--- src/rtl/nand_lay_pkg.sv ---
package nand_lay_pkg;
  typedef enum logic [1:0] {
    SRC_DATA = 2'd0,
    SRC_META = 2'd1,
    SRC_ECC  = 2'd2,
    SRC_BBM  = 2'd3
  } src_e;

  typedef enum logic [3:0] {
    ST_IDLE, ST_META, ST_DATA, ST_ECC, ST_PRE, ST_BBM, ST_POST, ST_LECC, ST_DONE
  } st_e;

  localparam int META_LEN = 4;
  localparam int BBM_LEN  = 6;
  localparam int GF_ORDER = 15;
endpackage

--- src/rtl/nand_lay_geom.sv ---
module nand_lay_geom import nand_lay_pkg::*; #(
  parameter int ADDR_W = 16,
  parameter int STR_W  = 6,
  localparam int ECC_W = STR_W + 2
) (
  input  logic              clk,
  input  logic              rst,
  input  logic              load,
  input  logic [ADDR_W-1:0] cfg_page,
  input  logic [ADDR_W-1:0] cfg_pkt,
  input  logic [STR_W-1:0]  cfg_str,
  output logic [ADDR_W-1:0] page_q,
  output logic [ADDR_W-1:0] pkt_q,
  output logic [ECC_W-1:0]  eccb_q
);
  localparam int PW = STR_W + 5;

  // ECC bytes = ceil(strength * field order / 8); order 15 folds to a shift and subtract
  logic [PW-1:0] prod;
  always_comb begin
    prod = (PW'(cfg_str) << 4) - PW'(cfg_str) + PW'(7);
  end

  always_ff @(posedge clk) begin
    if (rst) begin
      page_q <= '0;
      pkt_q  <= '0;
      eccb_q <= '0;
    end else if (load) begin
      page_q <= cfg_page;
      pkt_q  <= cfg_pkt;
      eccb_q <= prod[PW-1:3];
    end
  end
endmodule

--- src/rtl/nand_lay_fsm.sv ---
module nand_lay_fsm import nand_lay_pkg::*; #(
  parameter int ADDR_W = 16,
  parameter int ECC_W  = 8
) (
  input  logic              clk,
  input  logic              rst,
  input  logic              start,
  input  logic              adv,
  input  logic [ADDR_W-1:0] page_q,
  input  logic [ADDR_W-1:0] pkt_q,
  input  logic [ECC_W-1:0]  eccb_q,
  output logic              load,
  output logic              valid,
  output logic [1:0]        src,
  output logic [ADDR_W-1:0] idx,
  output logic [ADDR_W-1:0] spare,
  output logic [ADDR_W:0]   pos,
  output logic              done
);
  st_e               st;
  logic [ADDR_W-1:0] cnt, didx, eidx;
  logic              last_pkt, ecc_end, pre_end, post_end;

  always_comb begin
    load     = (st == ST_IDLE) && start;
    last_pkt = ({1'b0, didx} + {1'b0, pkt_q}) >= {1'b0, page_q};
    ecc_end  = cnt == (ADDR_W'(eccb_q) - 1'b1);
    pre_end  = (pos + 1'b1) == {1'b0, page_q};
    post_end = (didx + 1'b1) == page_q;
  end

  always_ff @(posedge clk) begin
    if (rst) begin
      st   <= ST_IDLE;
      cnt  <= '0;
      didx <= '0;
      eidx <= '0;
      pos  <= '0;
    end else begin
      case (st)
        ST_IDLE: if (start) begin
          st   <= ST_META;
          cnt  <= '0;
          didx <= '0;
          eidx <= '0;
          pos  <= '0;
        end
        ST_DONE: st <= ST_IDLE;
        default: if (adv) begin
          pos <= pos + 1'b1;
          case (st)
            ST_META: begin
              if (cnt == ADDR_W'(META_LEN - 1)) begin
                cnt <= '0;
                st  <= last_pkt ? ST_PRE : ST_DATA;
              end else cnt <= cnt + 1'b1;
            end
            ST_DATA: begin
              didx <= didx + 1'b1;
              if (cnt == pkt_q - 1'b1) begin
                cnt <= '0;
                st  <= ST_ECC;
              end else cnt <= cnt + 1'b1;
            end
            ST_ECC: begin
              eidx <= eidx + 1'b1;
              if (ecc_end) begin
                cnt <= '0;
                st  <= last_pkt ? ST_PRE : ST_DATA;
              end else cnt <= cnt + 1'b1;
            end
            ST_PRE: begin
              didx <= didx + 1'b1;
              if (pre_end) begin
                cnt <= '0;
                st  <= ST_BBM;
              end
            end
            ST_BBM: begin
              if (cnt == ADDR_W'(BBM_LEN - 1)) begin
                cnt <= '0;
                st  <= ST_POST;
              end else cnt <= cnt + 1'b1;
            end
            ST_POST: begin
              didx <= didx + 1'b1;
              if (post_end) begin
                cnt <= '0;
                st  <= ST_LECC;
              end
            end
            ST_LECC: begin
              eidx <= eidx + 1'b1;
              if (ecc_end) st <= ST_DONE;
              else cnt <= cnt + 1'b1;
            end
            default: st <= ST_IDLE;
          endcase
        end
      endcase
    end
  end

  always_comb begin
    valid = (st != ST_IDLE) && (st != ST_DONE);
    done  = (st == ST_DONE);
    src   = SRC_DATA;
    idx   = '0;
    spare = '0;
    case (st)
      ST_META: begin
        src   = SRC_META;
        idx   = cnt;
        spare = ADDR_W'(BBM_LEN) + cnt;
      end
      ST_DATA, ST_PRE, ST_POST: idx = didx;
      ST_ECC, ST_LECC: begin
        src   = SRC_ECC;
        idx   = eidx;
        spare = ADDR_W'(BBM_LEN + META_LEN) + eidx;
      end
      ST_BBM: begin
        src   = SRC_BBM;
        idx   = cnt;
        spare = cnt;
      end
      default: ;
    endcase
  end

  a_r7_hold_without_adv: assert property (@(posedge clk) disable iff (rst)
    valid && !adv |=> $stable(pos) && $stable(src) && $stable(idx));
  a_r7_one_step: assert property (@(posedge clk) disable iff (rst)
    valid && adv |=> done || (pos == $past(pos) + 1'b1));
  a_r8_done_single: assert property (@(posedge clk) disable iff (rst)
    done |=> !done && !valid);
  a_r8_done_not_valid: assert property (@(posedge clk) disable iff (rst)
    done |-> !valid);
  a_r5_marker_at_page: assert property (@(posedge clk) disable iff (rst)
    valid && (src == SRC_BBM) && (idx == '0) |-> pos == {1'b0, page_q});
  a_r3_data_in_page: assert property (@(posedge clk) disable iff (rst)
    valid && (src == SRC_DATA) |-> idx < page_q);
  a_r9_idle_stays: assert property (@(posedge clk) disable iff (rst)
    !valid && !done && !start |=> !valid);
endmodule

--- src/rtl/nand_page_layout_seq.sv ---
module nand_page_layout_seq import nand_lay_pkg::*; #(
  parameter int ADDR_W = 16,
  parameter int STR_W  = 6
) (
  input  logic              clk,
  input  logic              rst,
  input  logic              start,
  input  logic              adv,
  input  logic [ADDR_W-1:0] cfg_page_bytes,
  input  logic [ADDR_W-1:0] cfg_pkt_bytes,
  input  logic [STR_W-1:0]  cfg_strength,
  output logic              out_valid,
  output logic [1:0]        out_src,
  output logic [ADDR_W-1:0] out_idx,
  output logic [ADDR_W-1:0] out_spare_idx,
  output logic [ADDR_W:0]   out_pos,
  output logic              done
);
  localparam int ECC_W = STR_W + 2;

  logic              load;
  logic [ADDR_W-1:0] page_q, pkt_q;
  logic [ECC_W-1:0]  eccb_q;

  nand_lay_geom #(.ADDR_W(ADDR_W), .STR_W(STR_W)) u_geom (
    .clk      (clk),
    .rst      (rst),
    .load     (load),
    .cfg_page (cfg_page_bytes),
    .cfg_pkt  (cfg_pkt_bytes),
    .cfg_str  (cfg_strength),
    .page_q   (page_q),
    .pkt_q    (pkt_q),
    .eccb_q   (eccb_q)
  );

  nand_lay_fsm #(.ADDR_W(ADDR_W), .ECC_W(ECC_W)) u_fsm (
    .clk    (clk),
    .rst    (rst),
    .start  (start),
    .adv    (adv),
    .page_q (page_q),
    .pkt_q  (pkt_q),
    .eccb_q (eccb_q),
    .load   (load),
    .valid  (out_valid),
    .src    (out_src),
    .idx    (out_idx),
    .spare  (out_spare_idx),
    .pos    (out_pos),
    .done   (done)
  );
endmodule

--- config.mk ---
export PLATFORM = sky130hd
export DESIGN_NAME = nand_page_layout_seq
export DESIGN_NICKNAME = d
export VERILOG_FILES = /design/src/rtl/nand_lay_pkg.sv /design/src/rtl/nand_lay_geom.sv /design/src/rtl/nand_lay_fsm.sv /design/src/rtl/nand_page_layout_seq.sv
export SDC_FILE = /design/constraint.sdc
export NUM_CORES = 1
export LEC_CHECK = 0
export ABC_CLOCK_PERIOD_IN_PS = 4700
export BUFFER_PORTS_ARGS = -buffer_cell sky130_fd_sc_hd__buf_2
export CAP_MARGIN = 0
export CELL_PAD_IN_SITES_DETAIL_PLACEMENT = 0
export CELL_PAD_IN_SITES_GLOBAL_PLACEMENT = 1
export CORE_ASPECT_RATIO = 0.7
export CORE_MARGIN = 1.5
export CORE_UTILIZATION = 44
export CTS_CLUSTER_SIZE = 25
export DETAILED_ROUTE_END_ITERATION = 16
export PLACE_DENSITY = 0.84
export SETUP_SLACK_MARGIN = 0.3
export SLEW_MARGIN = 10
export SYNTH_ARGS = -nofsm -noshare
export SYNTH_HDL_FRONTEND = slang
export SYNTH_SLANG_ARGS = --single-unit
--- constraint.sdc ---
create_clock -name clk -period 4.7 [get_ports clk]
set_input_delay 0.705 -clock clk [delete_from_list [all_inputs] [get_ports clk]]
set_output_delay 0.705 -clock clk [all_outputs]
set_load 0.01 [all_outputs]
==> results.md <==
- Status: finished, final reports clean
- Final-report hold violation count: 0
- Flop-to-flop setup slack: between 0.6 and 0.7 ns
- Endpoint, Worst Hold: u_geom.page_q[10]
- Combinational Power Share: 0.459
- Transition time of the tightest slew-check pin: 0.953 ns
- Critical path class: flop to output pin
- DR vias: just over 9000
- Post-synth top cells: nand2_1, nor2_1, dfxtp_1
- Die outline width: roughly 180 um
- Cell area after synthesis: slightly above 9000 um^2
- Flop pwr share: 0.321
- Number of cells traversed by the worst register-to-register path: 20
- Total congestion overflow: 0
- Max-slew violation total from the final report: 0
- Area grow syn2layout: 9.00%
- Setup bufs post-CTS: 0
- Start point of the critical path: u_fsm.cnt[2]
- Share of the clock period used by the worst path: 0.882
- Clock slew at the register clock pins of the worst setup and hold paths: approximately 0.080 ns
- Crit. End Element: output pin
- Die Y-Extent: 125 um
- Router iterations before antenna repair: 5
- Global-route wire length before repair: 45.5 mm
- Beginning of the worst hold path: u_geom.page_q[10]
- Core Box Area: 20700 um^2
- Switching pwr: about 1.6 mW
- Top_reg_cell synth: dfxtp_1
- Post-Route Skew: 0.0104 ns
- Number of antenna violations at the first check in global routing: 0
- DR WL met2: 11.0 mm
- Post-synth net total: between 1000 and 1500
- Initial Util: 0.449
- Worst vdd rail ir drop: 0.000235 V
- CTS buffer count: 9
- Post-route antenna net violation count: 0
- Maximum net fanout on the critical path: 13
- FFs w/ async S/R, synth: 0
- Worst hold path type: flop to flop
- Slowest cell on the critical path: dfxtp_1
- Post-synthesis sequential area ratio: 0.235
- RD Place Congestion: 0.892
- Final antenna diode count: 0
- Fraction of post-synthesis cell area in the top cell type by area: 0.235
- Pin count of the biggest net entering global routing: 70
- Wire length after detailed routing: between 20 and 30 mm
- Power Internal: roughly 2.1 mW
- Relative slew slack: 0.359
- Flip-flop and latch count after synthesis: 109
- Top cells by area in the synthesized netlist: dfxtp_1, xnor2_1, ha_1
- Post-placement cell count: 1559
- Largest area contributor in the synthesized netlist: dfxtp_1
- Total power consumption of the routed design: 3.73 mW
- Buffers from clock root to sink, at most: 2
- Setup tns final: 0 ns
- Detail-routed net length per standard cell: ~18 um
- DRC marker count from the first detailed-route iteration: 837
- CTS Sinks: roughly 110
- Max Freq: between 200 and 250 MHz
- Synth Instances: 1275
- Wire length on met1: 14.8 mm
- Port Buffer Count: 94
- Share of total power consumed by net switching: 0.441
- Crit-path cells: inv_1, ha_1, nor2_1, and3_1, nand3_1, nor3_1, nand3_1, xnor2_1, nor2_1, a211oi_1, buf_2
- Die area: 22000 um^2
- Startpoint Class: flop
- Row Count: 44
- Final worst-path setup slack: 0.553 ns
- Final HPWL from detailed placement: ~22 mm
- Number of distinct library cells after synthesis: 82
- Peak per-stage delay on the critical path: about 0.69 ns
- Number of warnings reported in the yosys synthesis log: 0
- Number of buffers and inverters on the critical path: 2
- EDFF count, synth: 0
- WL met3: 2.76 mm
- Required time of the critical path: 3.99 ns
- Data arrival time of the critical path: 3.44 ns
- Leakage component of the power: ~3.9 nW
- GR Util All Layers: 0.261
- Post-layout instance count excluding filler cells: approximately 1600
- Cell with the most instances after synthesis: nand2_1
- H-tree depth: 3
- I/O pin count: 95
- Cell type group with the largest total delay on the critical path: simple AND/OR/NAND/NOR gates
- CTS tree: yes
- Vias in the first global route: 8168
- Power density over the cells: 368 nW/um^2
- Launch instance of the worst register-to-register path: u_geom.pkt_q[0]
- Max cap viols: 0
- Destination of the worst register-to-register timing path: u_fsm.st[1]
- WHS Path Cells: 2
- Post-Synthesis Mean Instance Area: 7.29 um^2
- Highest routed metal layer: met4
- Post-cts sizing count: 0
- Layout cell share with drive strength beyond 1: 0.138
- Vias per Instance: 5.85
- Pre-CTS setup slack: 0.545 ns
- Period minus WS final: ~4.1 ns
- Setup-failing EPs final: 0
- Quantity of hold-fixing buffers added after cts: 0
- Post-layout nets: 1382
- Later-pin clock latency in the skew report: 0.36 ns
- Clk Tree Root Cell: clkbuf_16
- Unrepaired setup endpoints after global routing: false
- Power share of the clock group: 0.220
- Number of DRC violations after detailed routing: 0
## how the worst max path moves through the flow
stage                     depth (start not counted)  slack (ns)                end
final                                            11        0.55  out_spare_idx[15]
after global routing                             20        0.33        u_fsm.st[1]
after CTS                                        19        0.48        u_fsm.st[1]
after detailed placement                         19        0.55        u_fsm.st[1]
after global placement                           20        0.64        u_fsm.st[1]
after floorplan                                  20        0.97        u_fsm.st[1]
## power groups by stage
stage	clock, mW	combinational, mW	sequential (mW)
floorplan	0	1.36	1.11
global placement	0	1.65	1.21
detailed placement	0	1.68	1.21
CTS	0.831	1.69	1.19
global route	0.865	1.89	1.21
finish	0.819	1.71	1.20
## sequential cells by signal, summed over array words and instances, names as in the netlist
| name | cells |
|---|---|
| u_geom.pkt_q | 16 |
| u_geom.page_q | 16 |
| u_geom.eccb_q | 8 |
| u_fsm.st | 4 |
| u_fsm.didx | 16 |
| u_fsm.eidx | 16 |
| u_fsm.pos | 17 |
| u_fsm.cnt | 16 |
## through the flow
stage	area [um^2]	hold slack [ns]	utilization
2_1_floorplan	9290	0.449	-
4_1_cts	10100	0.508	0.488
3_3_place_gp	9800	0.485	0.474
6_report	10100	0.508	0.489
3_5_place_dp	9800	0.494	0.474
5_1_grt	10100	0.567	0.489
## metal layers
metal | up-vias | global-route usage
met5 | - | 0
met4 | 0 | 0.0399
met3 | 18 | 0.0629
met2 | 351 | 0.342
met1 | 4279 | 0.424
li1 | 4570 | -
## area by class of cell
cell class | count | area (um^2)
Fill cell | 2123 | 10600
Multi-Input combinational cell | 1017 | 6520
Sequential cell | 109 | 2180
Timing Repair Buffer | 111 | 601
Clock buffer | 10 | 239
Tap cell | 276 | 345
Clock inverter | 6 | 68.8
Inverter | 46 | 173
## cell usage in the layout, fill, tap and decap left out, types with 14 or more instances in the layout
cell	instances
buf_4	18
and3_1	15
nor2_1	130
a21oi_1	92
xor2_1	51
inv_1	46
nand3_1	51
buf_2	93
dfxtp_1	107
nand4b_1	14
o21ai_0	60
xnor2_1	63
mux2i_1	18
or3_1	28
ha_1	44
nand2_1	144
nor3_1	42
a211oi_1	23
nand4_1	23
nor4_1	23
## cells by family after synthesis
logic type      share of synthesized area
buf+inv                            0.0660
mux                                0.0242
simple gates                        0.300
xor+xnor                            0.107
compound gates                      0.204
flops                               0.235
fa+ha+maj                          0.0636
## worst min-delay path, delay by kind of cell (launching register included)
family,cells,cell delay [ns]
simple gates,1,0.07
compound gates,1,0.06
flops,1,0.34
Power figures use the tool's default switching activity.
